### config.mk
export PLATFORM = sky130hd
export DESIGN_NAME = shadow_regfile
export DESIGN_NICKNAME = d
export VERILOG_FILES = /design/src/rtl/srf_pkg.sv /design/src/rtl/srf_nv_store.sv /design/src/rtl/srf_seq.sv /design/src/rtl/srf_work_bank.sv /design/src/rtl/shadow_regfile.sv
export SDC_FILE = /design/constraint.sdc
export NUM_CORES = 1
export LEC_CHECK = 0
export BUFFER_PORTS_ARGS = -buffer_cell sky130_fd_sc_hd__buf_2
export CAP_MARGIN = 30
export CELL_PAD_IN_SITES_DETAIL_PLACEMENT = 1
export CELL_PAD_IN_SITES_GLOBAL_PLACEMENT = 2
export CORE_MARGIN = 2
export CORE_UTILIZATION = 46
export DETAILED_ROUTE_END_ITERATION = 6
export PLACE_DENSITY_LB_ADDON = 0.3
export SLEW_MARGIN = 20
export SYNTH_ARGS = -nofsm -noshare
export SYNTH_HDL_FRONTEND = slang
export SYNTH_SLANG_ARGS = --single-unit
export TNS_END_PERCENT = 20
### constraint.sdc
create_clock -name clk -period 5.4 [get_ports clk]
set_clock_uncertainty 0.1 [all_clocks]
set_input_delay 0.54 -clock clk [delete_from_list [all_inputs] [get_ports clk]]
set_output_delay 0.54 -clock clk [all_outputs]
set_load 0.01 [all_outputs]
### src/rtl/srf_pkg.sv
// Shared constants for the shadowed register file.
// Assumes byte-wide registers and a 4-bit address space.
package srf_pkg;
    localparam int DW        = 8;
    localparam int AW        = 4;
    localparam int NV_WORDS  = 8;
    localparam int NV_AW     = $clog2(NV_WORDS);
    localparam logic [AW-1:0] CTRL_ADDR = 4'h8;
    localparam logic [AW-1:0] TRIM_ADDR = 4'h7;
    localparam logic [AW-1:0] LAST_RW   = 4'h6;
    localparam logic [DW-1:0] DEF_R1 = 8'h03;
    localparam logic [DW-1:0] DEF_R2 = 8'h80;
    localparam logic [DW-1:0] DEF_R3 = 8'h90;
    localparam logic [DW-1:0] DEF_R4 = 8'h80;
endpackage

### src/rtl/srf_nv_store.sv
// Behavioural non-volatile byte array. Holds factory content from time zero
// and keeps its content across rst_n, the way a real backing store would.
// Assumes at most one program write per cycle.
module srf_nv_store
    import srf_pkg::*;
#(
    parameter logic [DW-1:0] TRIM_CODE = 8'h00
) (
    input  logic             clk,
    input  logic             prog_we,
    input  logic [NV_AW-1:0] prog_addr,
    input  logic [DW-1:0]    prog_data,
    input  logic [NV_AW-1:0] rd_addr,
    output logic [DW-1:0]    rd_data
);
    logic [DW-1:0] cells [NV_WORDS] = '{8'h00, DEF_R1, DEF_R2, DEF_R3,
                                         DEF_R4, 8'h00, 8'h00, TRIM_CODE};

    // Program one byte when the sequencer commits.
    always_ff @(posedge clk) begin
        if (prog_we) cells[prog_addr] <= prog_data;
    end

    // Asynchronous read for the recall walk.
    assign rd_data = cells[rd_addr];
endmodule

### src/rtl/srf_seq.sv
// Sequencer: walks the power-up recall, decodes bus writes by bank, holds
// one pending non-volatile byte, and times the program cycle after STOP.
// Assumes bus_stop is a single-cycle marker; produces one working-copy
// write port shared by recall, commit and direct writes (mutually exclusive).
module srf_seq
    import srf_pkg::*;
#(
    parameter int PROG_CYCLES = 40
) (
    input  logic             clk,
    input  logic             rst_n,
    input  logic             bus_wr,
    input  logic [AW-1:0]    bus_addr,
    input  logic [DW-1:0]    bus_wdata,
    input  logic             bus_stop,
    input  logic             bank_vol,
    input  logic [DW-1:0]    nv_rdata,
    output logic [NV_AW-1:0] nv_raddr,
    output logic             nv_we,
    output logic [NV_AW-1:0] nv_waddr,
    output logic [DW-1:0]    nv_wdata,
    output logic             vol_we,
    output logic [AW-1:0]    vol_addr,
    output logic [DW-1:0]    vol_data,
    output logic             recall_done,
    output logic             busy,
    output logic             ready
);
    localparam int CW = $clog2(PROG_CYCLES + 1);
    localparam logic [NV_AW-1:0] LAST_NV = NV_AW'(NV_WORDS - 1);

    logic [NV_AW-1:0] recall_idx;
    logic             pend_valid;
    logic [NV_AW-1:0] pend_addr;
    logic [DW-1:0]    pend_data;
    logic [CW-1:0]    cnt;
    logic             writable, accept, to_nv, commit;

    assign ready    = recall_done && !busy;
    assign writable = ((bus_addr >= 4'h1) && (bus_addr <= LAST_RW)) || (bus_addr == CTRL_ADDR);
    assign accept   = bus_wr && ready && writable;
    assign to_nv    = accept && (bus_addr != CTRL_ADDR) && !bank_vol;
    assign commit   = busy && (cnt == '0);

    // Power-up recall: one backing byte per cycle, 01h to 07h.
    always_ff @(posedge clk) begin
        if (!rst_n) begin
            recall_idx  <= NV_AW'(1);
            recall_done <= 1'b0;
        end else if (!recall_done) begin
            if (recall_idx == LAST_NV) recall_done <= 1'b1;
            else                       recall_idx  <= recall_idx + 1'b1;
        end
    end

    // Pending byte capture, STOP-triggered start and program-time countdown.
    always_ff @(posedge clk) begin
        if (!rst_n) begin
            pend_valid <= 1'b0;
            pend_addr  <= '0;
            pend_data  <= '0;
            busy       <= 1'b0;
            cnt        <= '0;
        end else if (busy) begin
            if (cnt == '0) busy <= 1'b0;
            else           cnt  <= cnt - 1'b1;
        end else if (ready) begin
            if (to_nv) begin
                pend_valid <= 1'b1;
                pend_addr  <= bus_addr[NV_AW-1:0];
                pend_data  <= bus_wdata;
            end
            if (bus_stop && (pend_valid || to_nv)) begin
                pend_valid <= 1'b0;
                busy       <= 1'b1;
                cnt        <= CW'(PROG_CYCLES - 1);
            end
        end
    end

    // Select the single working-copy write source.
    always_comb begin
        if (!recall_done) begin
            vol_we   = 1'b1;
            vol_addr = AW'(recall_idx);
            vol_data = nv_rdata;
        end else if (commit) begin
            vol_we   = 1'b1;
            vol_addr = AW'(pend_addr);
            vol_data = pend_data;
        end else begin
            vol_we   = accept && ((bus_addr == CTRL_ADDR) || bank_vol);
            vol_addr = bus_addr;
            vol_data = bus_wdata;
        end
    end

    assign nv_raddr = recall_idx;
    assign nv_we    = commit;
    assign nv_waddr = pend_addr;
    assign nv_wdata = pend_data;
endmodule

### src/rtl/srf_work_bank.sv
// Working (volatile) copy of 01h-07h plus the bank-select bit of 08h, and
// the read multiplexer. Assumes the sequencer already filtered writes.
module srf_work_bank
    import srf_pkg::*;
(
    input  logic          clk,
    input  logic          rst_n,
    input  logic          we,
    input  logic [AW-1:0] waddr,
    input  logic [DW-1:0] wdata,
    input  logic          busy,
    input  logic [AW-1:0] raddr,
    output logic [DW-1:0] rdata,
    output logic          bank_vol,
    output logic [DW-1:0] reg1,
    output logic [DW-1:0] reg2,
    output logic [DW-1:0] reg3,
    output logic [DW-1:0] reg4
);
    logic [DW-1:0] work [1:NV_WORDS-1];

    // Working registers and the bank-select bit.
    always_ff @(posedge clk) begin
        if (!rst_n) begin
            for (int i = 1; i < NV_WORDS; i++) work[i] <= '0;
            bank_vol <= 1'b0;
        end else if (we) begin
            if (waddr == CTRL_ADDR)
                bank_vol <= wdata[DW-1];
            else if ((waddr != '0) && (waddr <= TRIM_ADDR))
                work[waddr[NV_AW-1:0]] <= wdata;
        end
    end

    // Read mux: reads never touch the backing copy.
    always_comb begin
        if (raddr == CTRL_ADDR)
            rdata = {bank_vol, {(DW-2){1'b0}}, busy};
        else if ((raddr != '0) && (raddr <= TRIM_ADDR))
            rdata = work[raddr[NV_AW-1:0]];
        else
            rdata = '0;
    end

    assign reg1 = work[1];
    assign reg2 = work[2];
    assign reg3 = work[3];
    assign reg4 = work[4];
endmodule

### src/rtl/shadow_regfile.sv
// Top of the shadowed register file: non-volatile store, sequencer and
// working bank, plus configuration field slicing for the analog side.
// Assumes a bus front end that delivers decoded byte writes and STOP markers.
module shadow_regfile
    import srf_pkg::*;
#(
    parameter int              PROG_CYCLES = 40,
    parameter logic [DW-1:0]   TRIM_CODE   = 8'h00
) (
    input  logic       clk,
    input  logic       rst_n,
    input  logic       bus_wr,
    input  logic [3:0] bus_addr,
    input  logic [7:0] bus_wdata,
    input  logic       bus_stop,
    input  logic [3:0] bus_raddr,
    output logic [7:0] bus_rdata,
    output logic       bus_ready,
    output logic [4:0] cfg_ilim,
    output logic [2:0] cfg_coarse,
    output logic [7:0] cfg_fine,
    output logic       cfg_dac_en,
    output logic       cfg_dac_gain,
    output logic [4:0] cfg_loop_gain,
    output logic [7:0] cfg_dac_code
);
    logic             bank_vol, busy, recall_done;
    logic [NV_AW-1:0] nv_raddr, nv_waddr;
    logic [DW-1:0]    nv_rdata, nv_wdata, vol_data;
    logic             nv_we, vol_we;
    logic [AW-1:0]    vol_addr;
    logic [DW-1:0]    reg1, reg2, reg3, reg4;

    srf_nv_store #(.TRIM_CODE(TRIM_CODE)) u_nv (
        .clk(clk), .prog_we(nv_we), .prog_addr(nv_waddr), .prog_data(nv_wdata),
        .rd_addr(nv_raddr), .rd_data(nv_rdata)
    );

    srf_seq #(.PROG_CYCLES(PROG_CYCLES)) u_seq (
        .clk(clk), .rst_n(rst_n), .bus_wr(bus_wr), .bus_addr(bus_addr),
        .bus_wdata(bus_wdata), .bus_stop(bus_stop), .bank_vol(bank_vol),
        .nv_rdata(nv_rdata), .nv_raddr(nv_raddr), .nv_we(nv_we),
        .nv_waddr(nv_waddr), .nv_wdata(nv_wdata), .vol_we(vol_we),
        .vol_addr(vol_addr), .vol_data(vol_data), .recall_done(recall_done),
        .busy(busy), .ready(bus_ready)
    );

    srf_work_bank u_bank (
        .clk(clk), .rst_n(rst_n), .we(vol_we), .waddr(vol_addr), .wdata(vol_data),
        .busy(busy), .raddr(bus_raddr), .rdata(bus_rdata), .bank_vol(bank_vol),
        .reg1(reg1), .reg2(reg2), .reg3(reg3), .reg4(reg4)
    );

    // Field slicing toward the analog circuits.
    assign cfg_ilim      = reg1[7:3];
    assign cfg_coarse    = reg1[2:0];
    assign cfg_fine      = reg2;
    assign cfg_dac_en    = reg3[7];
    assign cfg_dac_gain  = reg3[6];
    assign cfg_loop_gain = reg3[4:0];
    assign cfg_dac_code  = reg3[7] ? reg4 : 8'h00;
endmodule

==> impl_summary.txt, run 1 <==
----------------------------------------------------
[Setup path]
  Start-to-end type of the worst setup path ... register to register
  Worst EP required ... 5.39 ns
  Max stage delay cell, worst path ... sky130_fd_sc_hd__a31oi_4
  Terminus of the critical flop-to-flop path ... u_bank.work[1][1]
  Cell type group with the largest total delay on the critical path ... simple AND/OR/NAND/NOR gates
  Critical path peak fanout ... 12
  CP startpoint kind ... register
  Buffer and inverter count on the worst path ... 1
  CP arrival ... 2.88 ns
  Crit end category ... register
  Worst reg2reg path depth ... 7
  R2r setup slk ... 2.50 ns
  Worst-path cell chain ... inv_1 -> ha_1 -> and3b_1 -> nand2_2 -> a31oi_4 -> nand4_4 -> nand2_1
  Start of the worst register-to-register path ... u_seq.cnt[0]
  Peak per-stage delay on the critical path ... 0.54 ns

[Clocking]
  Worst-skew pair later-pin latency ... 0.42 ns
  Total setup buffers inserted after CTS ... 0
  CTS tree ... yes
  Sink Count ... 155
  Number of levels in the clock H-tree ... 4
  Post-CTS resize count ... 0
  CTS buffer count ... 17
  Clock root buffer ... sky130_fd_sc_hd__clkbuf_16
  Quantity of hold-fixing buffers added after cts ... 0
  Clock Pin Slew Worst Setup and Hold Paths ... 0.06 ns
  Worst-case clock buffer depth ... 2

[Logic synthesis]
  Post-synthesis cell count ... 455
  Portion of the post-synthesis area used by sequential elements ... 0.634
  Cell with the most instances after synthesis ... sky130_fd_sc_hd__edfxtp_1
  Top cells by area, synth ... sky130_fd_sc_hd__edfxtp_1, sky130_fd_sc_hd__mux4_2, sky130_fd_sc_hd__dfxtp_1
  Predominant post-synthesis flop cell ... sky130_fd_sc_hd__edfxtp_1
  Count of flip-flops with a built-in enable after synthesis ... 128
  Yosys top cell by area ... sky130_fd_sc_hd__edfxtp_1
  Avg Inst Size Synth ... 15.2 um^2
  Fraction of registers with async set/reset ... 0
  Yosys synthesis warning count ... 0
  Number of storage elements in the synthesis netlist ... 155
  Most instantiated cells after synthesis ... sky130_fd_sc_hd__edfxtp_1, sky130_fd_sc_hd__nor2_1, sky130_fd_sc_hd__mux2i_1
  Top cell type's share of synthesized area ... 0.556
  Post-synthesis cell type count ... 48
  Synthesized cell area ... 6910 um^2

[Finish]
  Number of filler instances in the final layout ... 1403
  Synthesis-to-finish area growth ... 15.4%
  Final core utilization ... 0.547
  Post-route standard cell area excluding fillers ... 7980 um^2
  Final Net Count ... 548
  ANT cells ... 0
  Proportion of layout cells with a drive suffix above 1 ... 0.300

[STA]
  Portion of the clock cycle consumed by the worst path in the final layout ... 0.537
  Worst slew slack as a fraction of its limit ... 0.356
  Sum Neg Setup Slack ... 0 ns
  Final hold violations ... 0
  Worst slack on hold paths ... 0.285 ns
  Peak clock frequency supported by timing ... 345 MHz
  Worst slew pin tran ... 0.962 ns
  Setup repair after global routing missed its margin ... no
  Worst-case setup margin in the final layout ... 2.50 ns
  Minimum period implied by the final worst setup slack ... 2.90 ns
  Count of pins over their slew limit ... 0
  Final number of setup-violating endpoints ... 0

[Route]
  Final antenna-violating net count ... 0
  DRC violation total after the first TritonRoute iteration ... 310
  Count of TritonRoute iterations in the first routing pass ... 7
  Total wirelength of the detailed-routed design ... 16100 um
  Number of remaining DRC errors ... 0
  Via density per instance ... 5.60
  DR WL/cell ... 22.4 um
  DR vias ... 4038

[Power]
  Static Leakage ... 2.98 nW
  VDD IR max ... 0.281 mV
  Power Dens Cells ... 434 nW/um^2

[Die]
  Standard cell core area ... 14600 um^2
  Die Outline Area ... 16000 um^2
  Die height ... 127 um
  Rows ... 44
  Horizontal die dimension ... 127 um
  Top-Level Pins ... 60
  Starting Density ... 0.474

[Hold path]
  Type of the most critical hold path ... input pin to register
  Hold depth ... 3
  End point of the most critical hold path ... u_seq.nv_wdata[7]
  Hold_sp ... bus_wdata[7]

[Placement]
  Final GP Congestion ... 0.765
  Count of input and output buffers ... 59
  Setup slack at placement ... 2.47 ns
  Half-perimeter wire length after placement ... 11400 um
  Area after detailed placement ... 7390 um^2

[Global route]
  Vias in the first global route ... 4381
  Initial antenna violation count ... 0
  GRT Total Usage ... 0.213
  Pin count of the biggest net entering global routing ... 21
  Global-route wire length before repair ... 25000 um
  Global route overflow ... 0

[Run status]
  Status ... finished clean

[Flow run]
  Number of max-cap violations ... 0

----------------------------------------------------
-- worst min-delay path: cells and delay by family --
kind | cells | cell delay [ns]
buf+inv | 1 | 0.10
simple gates | 1 | 0.07
mux | 1 | 0.06
-- area by class of cell --
cell class,count,area [um^2],share of cell area
Clock buffer,17,425,0.0533
Clock inverter,15,150,0.0188
Inverter,12,45.0,0.00564
Multi-Input combinational cell,271,2380,0.298
Sequential cell,155,4380,0.549
Tap cell,184,230,0.0288
Timing Repair Buffer,67,367,0.0459
-- registers in the layout, indices dropped and copies added, names as in the netlist, named ones only --
signal / cells
u_bank.work: 64
u_nv.cells: 64
u_seq.nv_wdata: 8
u_seq.cnt: 6
u_seq.nv_raddr: 3
u_seq.nv_waddr: 3
u_bank.bank_vol: 1
u_seq.busy: 1
u_seq.pend_valid: 1
u_seq.recall_done: 1
-- layout by cell type, fill, tap and decap left out, types with 2 or more instances in the layout --
cell type                   instances
sky130_fd_sc_hd__inv_1             12
sky130_fd_sc_hd__mux4_2            32
sky130_fd_sc_hd__nor3_1             5
sky130_fd_sc_hd__conb_1             8
sky130_fd_sc_hd__nor2_1            85
sky130_fd_sc_hd__o21ai_0            6
sky130_fd_sc_hd__a31o_4             3
sky130_fd_sc_hd__and2_1             8
sky130_fd_sc_hd__o21ai_4            3
sky130_fd_sc_hd__xnor2_1            3
sky130_fd_sc_hd__ha_1               4
sky130_fd_sc_hd__or3_1              2
sky130_fd_sc_hd__nand3_1            9
sky130_fd_sc_hd__dfxtp_1           27
sky130_fd_sc_hd__buf_2             59
sky130_fd_sc_hd__mux2i_1           34
sky130_fd_sc_hd__a31oi_4            4
sky130_fd_sc_hd__nand4_4            7
sky130_fd_sc_hd__a21oi_1            7
sky130_fd_sc_hd__inv_8              3
sky130_fd_sc_hd__clkbuf_16         17
sky130_fd_sc_hd__nand2b_1           3
sky130_fd_sc_hd__inv_6              7
sky130_fd_sc_hd__buf_4              6
sky130_fd_sc_hd__edfxtp_1         128
sky130_fd_sc_hd__mux2_2             8
sky130_fd_sc_hd__nor4_1             2
sky130_fd_sc_hd__nor2b_1            2
sky130_fd_sc_hd__nand4_1            2
sky130_fd_sc_hd__nand2_1           16
-- power by group --
group | switching (mW) | total (mW) | leakage (nW) | internal (mW)
combinational | 0.426 | 0.720 | 1.35 | 0.294
clock | 0.514 | 1.17 | 0.283 | 0.652
sequential | 0.125 | 1.58 | 1.34 | 1.45
total | 1.07 | 3.47 | 2.98 | 2.40
-- layer usage --
layer | vias to the layer above | global-route usage | share of wire | wire length [um]
met4 | 0 | 0.0730 | 0.021 | 335
met2 | 72 | 0.377 | 0.53 | 8510
li1 | 1854 | - | - | -
met1 | 2087 | 0.262 | 0.42 | 6850
met5 | - | 0 | 0 | 0
met3 | 25 | 0.0384 | 0.027 | 428
-- how the worst max path moves through the flow --
stage,from,to,slack [ns],cells after the start
3_5_place_dp,rst_n,u_bank.work[1][3],2.47,5
4_1_cts,u_seq.cnt[0],u_bank.work[1][1],2.47,7
6_report,u_seq.cnt[0],u_bank.work[1][1],2.50,7
2_1_floorplan,u_seq.cnt[0],u_nv.cells[0][0],2.91,6
3_3_place_gp,rst_n,u_bank.work[1][4],2.46,5
5_1_grt,u_seq.cnt[0],u_bank.work[4][3],2.30,7
-- logic make-up after synthesis --
group	Yosys count	synth area share
xor gates and xnor gates	4	0.00507
muxes	74	0.166
buffers and inverters	36	0.0257
adders and majority gates	4	0.00724
DFF	155	0.634
other	1	0.000542
AOI/OAI and AO/OA	30	0.0438
and+or+nand+nor	151	0.117
-- stage by stage --
stage               total power [mW]  std cells
floorplan                       2.08        462
global placement                2.30        687
detailed placement              2.33        688
CTS                             3.50        720
global route                    3.60        721
finish                          3.47        721
No activity file was read; power rests on OpenSTA's default activity.
==> run 2, diff against run 1 <==
--- a/config.mk
+++ b/config.mk
@@ -10,7 +10,7 @@
 export CELL_PAD_IN_SITES_DETAIL_PLACEMENT = 1
 export CELL_PAD_IN_SITES_GLOBAL_PLACEMENT = 2
 export CORE_MARGIN = 2
-export CORE_UTILIZATION = 46
+export CORE_UTILIZATION = 43
 export DETAILED_ROUTE_END_ITERATION = 6
 export PLACE_DENSITY_LB_ADDON = 0.3
 export SLEW_MARGIN = 20
==> constraint.sdc (replaced) <==
create_clock -name clk -period 2.8 [get_ports clk]
set_clock_uncertainty 0.1 [all_clocks]
set_input_delay 0.28 -clock clk [delete_from_list [all_inputs] [get_ports clk]]
set_output_delay 0.28 -clock clk [all_outputs]
set_load 0.01 [all_outputs]
==> impl_summary.txt, run 2 (synthesis gave the netlist of run 1 again) <==
----------------------------------------------------
[Setup path]
  CP startpoint kind ... register
  Worst-path cell chain ... inv_1 -> ha_1 -> and3b_1 -> nand2_2 -> a31oi_4 -> nand4_4 -> nand2_1
  Worst EP required ... 2.79 ns (-2.60 ns)
  Critical path peak fanout ... 9 (-3)
  Max stage delay cell, worst path ... sky130_fd_sc_hd__a31oi_4
  R2r setup slk ... 0.20 ns (-2.30 ns)
  Start-to-end type of the worst setup path ... register to register
  Peak per-stage delay on the critical path ... 0.47 ns (-0.07 ns)
  Worst reg2reg path depth ... 7 (unchanged)
  CP arrival ... 2.59 ns (-0.29 ns)
  Start of the worst register-to-register path ... u_seq.cnt[0]
  Terminus of the critical flop-to-flop path ... u_bank.work[2][1]
  Crit end category ... register

[Global route]
  GRT Total Usage ... 0.209 (-0.00347)
  Pin count of the biggest net entering global routing ... 20 (-4.8%)
  Initial antenna violation count ... 0 (unchanged)
  Global-route wire length before repair ... 25700 um (+2.8%)
  Global route overflow ... 0 (unchanged)
  Vias in the first global route ... 4273 (-2.5%)

[Placement]
  Placed cell count ... 734 (+6.7%)
  Half-perimeter wire length after placement ... 11600 um (+2.0%)
  Final GP Congestion ... 0.842 (+10%)
  Count of input and output buffers ... 59 (unchanged)

[Clocking]
  Clock Pin Slew Worst Setup and Hold Paths ... 0.06 ns (about the same)
  CTS buffer count ... 17 (unchanged)
  Worst-skew pair later-pin latency ... 0.43 ns (about the same)
  Worst-case clock buffer depth ... 2 (unchanged)
  Sink Count ... 155 (unchanged)
  CTS tree ... yes
  Clock root buffer ... sky130_fd_sc_hd__clkbuf_16
  Number of levels in the clock H-tree ... 4 (unchanged)

[Finish]
  Final Net Count ... 565 (+3.1%)
  Post-route insts no fill ... 770 (+6.8%)
  Proportion of layout cells with a drive suffix above 1 ... 0.316 (+0.0161)
  Synthesis-to-finish area growth ... 18.5%
  Commonest non-fill, non-tap cell in the layout ... sky130_fd_sc_hd__edfxtp_1
  Most frequent cells in the layout ... sky130_fd_sc_hd__edfxtp_1, sky130_fd_sc_hd__nor2_1, sky130_fd_sc_hd__buf_2
  ANT cells ... 0 (unchanged)

[Route]
  DRC violation total after the first TritonRoute iteration ... 277 (-11%)
  Met3 routed WL ... 574 um (+34%)
  Final antenna-violating net count ... 0 (unchanged)
  Highest routed metal layer ... met4
  Detailed-routed wire length on met2 ... 8550 um (+0.51%)
  Total wirelength of the detailed-routed design ... 16500 um (+2.1%)
  DR WL/cell ... 21.4 um (-4.4%)
  Met1 layer wirelength in the final routing ... 7010 um (+2.4%)
  Via density per instance ... 5.21 (-7.0%)
  DR vias ... 4010 (-0.69%)
  Count of TritonRoute iterations in the first routing pass ... 4 (-3)
  Number of remaining DRC errors ... 0 (unchanged)

[Power]
  Power Dens Cells ... 834 nW/um^2 (+92%)
  Static Leakage ... 3.07 nW (+3.0%)
  VDD IR max ... 0.577 mV (+110%)

[Hold path]
  Type of the most critical hold path ... input pin to register
  End point of the most critical hold path ... u_seq.nv_wdata[1]
  Hold depth ... 3 (unchanged)
  Hold_sp ... bus_wdata[1]

[STA]
  Worst slack on hold paths ... 0.0109 ns (-0.274 ns)
  Minimum period implied by the final worst setup slack ... 2.60 ns (-0.297 ns)
  Final hold violations ... 0 (unchanged)
  Worst slew pin tran ... 0.590 ns (-0.373 ns)
  Worst slew slack as a fraction of its limit ... 0.606 (+0.250)
  Final number of setup-violating endpoints ... 0 (unchanged)
  Count of pins over their slew limit ... 0 (unchanged)
  Sum Neg Setup Slack ... 0 ns (unchanged)
  Peak clock frequency supported by timing ... 385 MHz (+11%)
  Portion of the clock cycle consumed by the worst path in the final layout ... 0.929 (+0.392)
  Setup repair after global routing missed its margin ... no

[Die]
  Die height ... 131 um (+3.3%)
  Rows ... 46 (+4.5%)
  Standard cell core area ... 15800 um^2 (+8.5%)
  Horizontal die dimension ... 131 um (+3.3%)
  Top-Level Pins ... 60 (unchanged)
  Starting Density ... 0.437 (-0.0371)
  Die Outline Area ... 17100 um^2 (+6.8%)

[Run status]
  Status ... finished clean

[Flow run]
  Number of max-cap violations ... 0 (unchanged)

----------------------------------------------------
-- run 2: layer usage --
| layer | vias to the layer above | track usage |
|---|---|---|
| li1 | 1873 | - |
| met1 | 2032 | 0.260 |
| met2 | 85 | 0.365 |
| met3 | 20 | 0.0432 |
| met4 | 0 | 0.0732 |
| met5 | - | 0 |
-- run 2: final cells by class --
cell class	instances	area, um^2
clock buffer	19	443
sequential	155	4380
timing repair buffer	84	505
inverter	12	45.0
tap	216	270
multi-input combinational	271	2380
clock inverter	13	161
fill	1563	7640
-- run 2: how the worst max path moves through the flow --
stage | from | end | slack, ns | depth (start not counted)
4_1_cts | u_seq.cnt[0] | u_bank.work[5][6] | 0.15 | 7
3_3_place_gp | u_seq.cnt[0] | u_bank.work[5][6] | 0.29 | 7
3_5_place_dp | u_seq.cnt[0] | u_bank.work[5][6] | 0.17 | 7
6_report | u_seq.cnt[0] | u_bank.work[2][1] | 0.20 | 7
2_1_floorplan | u_seq.cnt[0] | u_nv.cells[0][0] | 0.31 | 6
5_1_grt | u_seq.cnt[0] | u_bank.work[2][7] | 0.007 | 7
-- run 2: power breakdown --
part | switching, mW | leakage [nW] | internal, mW
clock | 0.994 | 0.287 | 1.36
sequential | 0.181 | 1.34 | 2.80
combinational | 0.894 | 1.44 | 0.595
total | 2.07 | 3.07 | 4.76
-- run 2: what timing repair did --
item | 4_1_cts | 5_1_grt
endpoints found under the hold margin | 4 | 0
setup buffers | 0 | 0
setup endpoints to repair | 0 | 8
resized for setup | 0 | 1
hold buffers | 4 | 0
-- run 2: through the flow --
step / utilization / setup slack (ns) / power [mW] / area [um^2]
after floorplan: - / 0.311 / 4.01 / 6940
after global routing: 0.517 / 0.00732 / 7.12 / 8190
after detailed placement: 0.477 / 0.166 / 4.54 / 7540
final: 0.517 / 0.200 / 6.83 / 8190
after global placement: 0.477 / 0.291 / 4.49 / 7540
after CTS: 0.517 / 0.147 / 6.89 / 8190
-- run 2: worst max-delay path: cells and delay by family, from the launching register on --
kind / cells / cell delay [ns]
AND/OR/NAND/NOR: 4 / 1.03
adder cells (fa/ha/maj): 1 / 0.20
AO/OA/AOI/OAI: 1 / 0.47
buffers and inverters: 1 / 0.12
flip-flops: 1 / 0.34
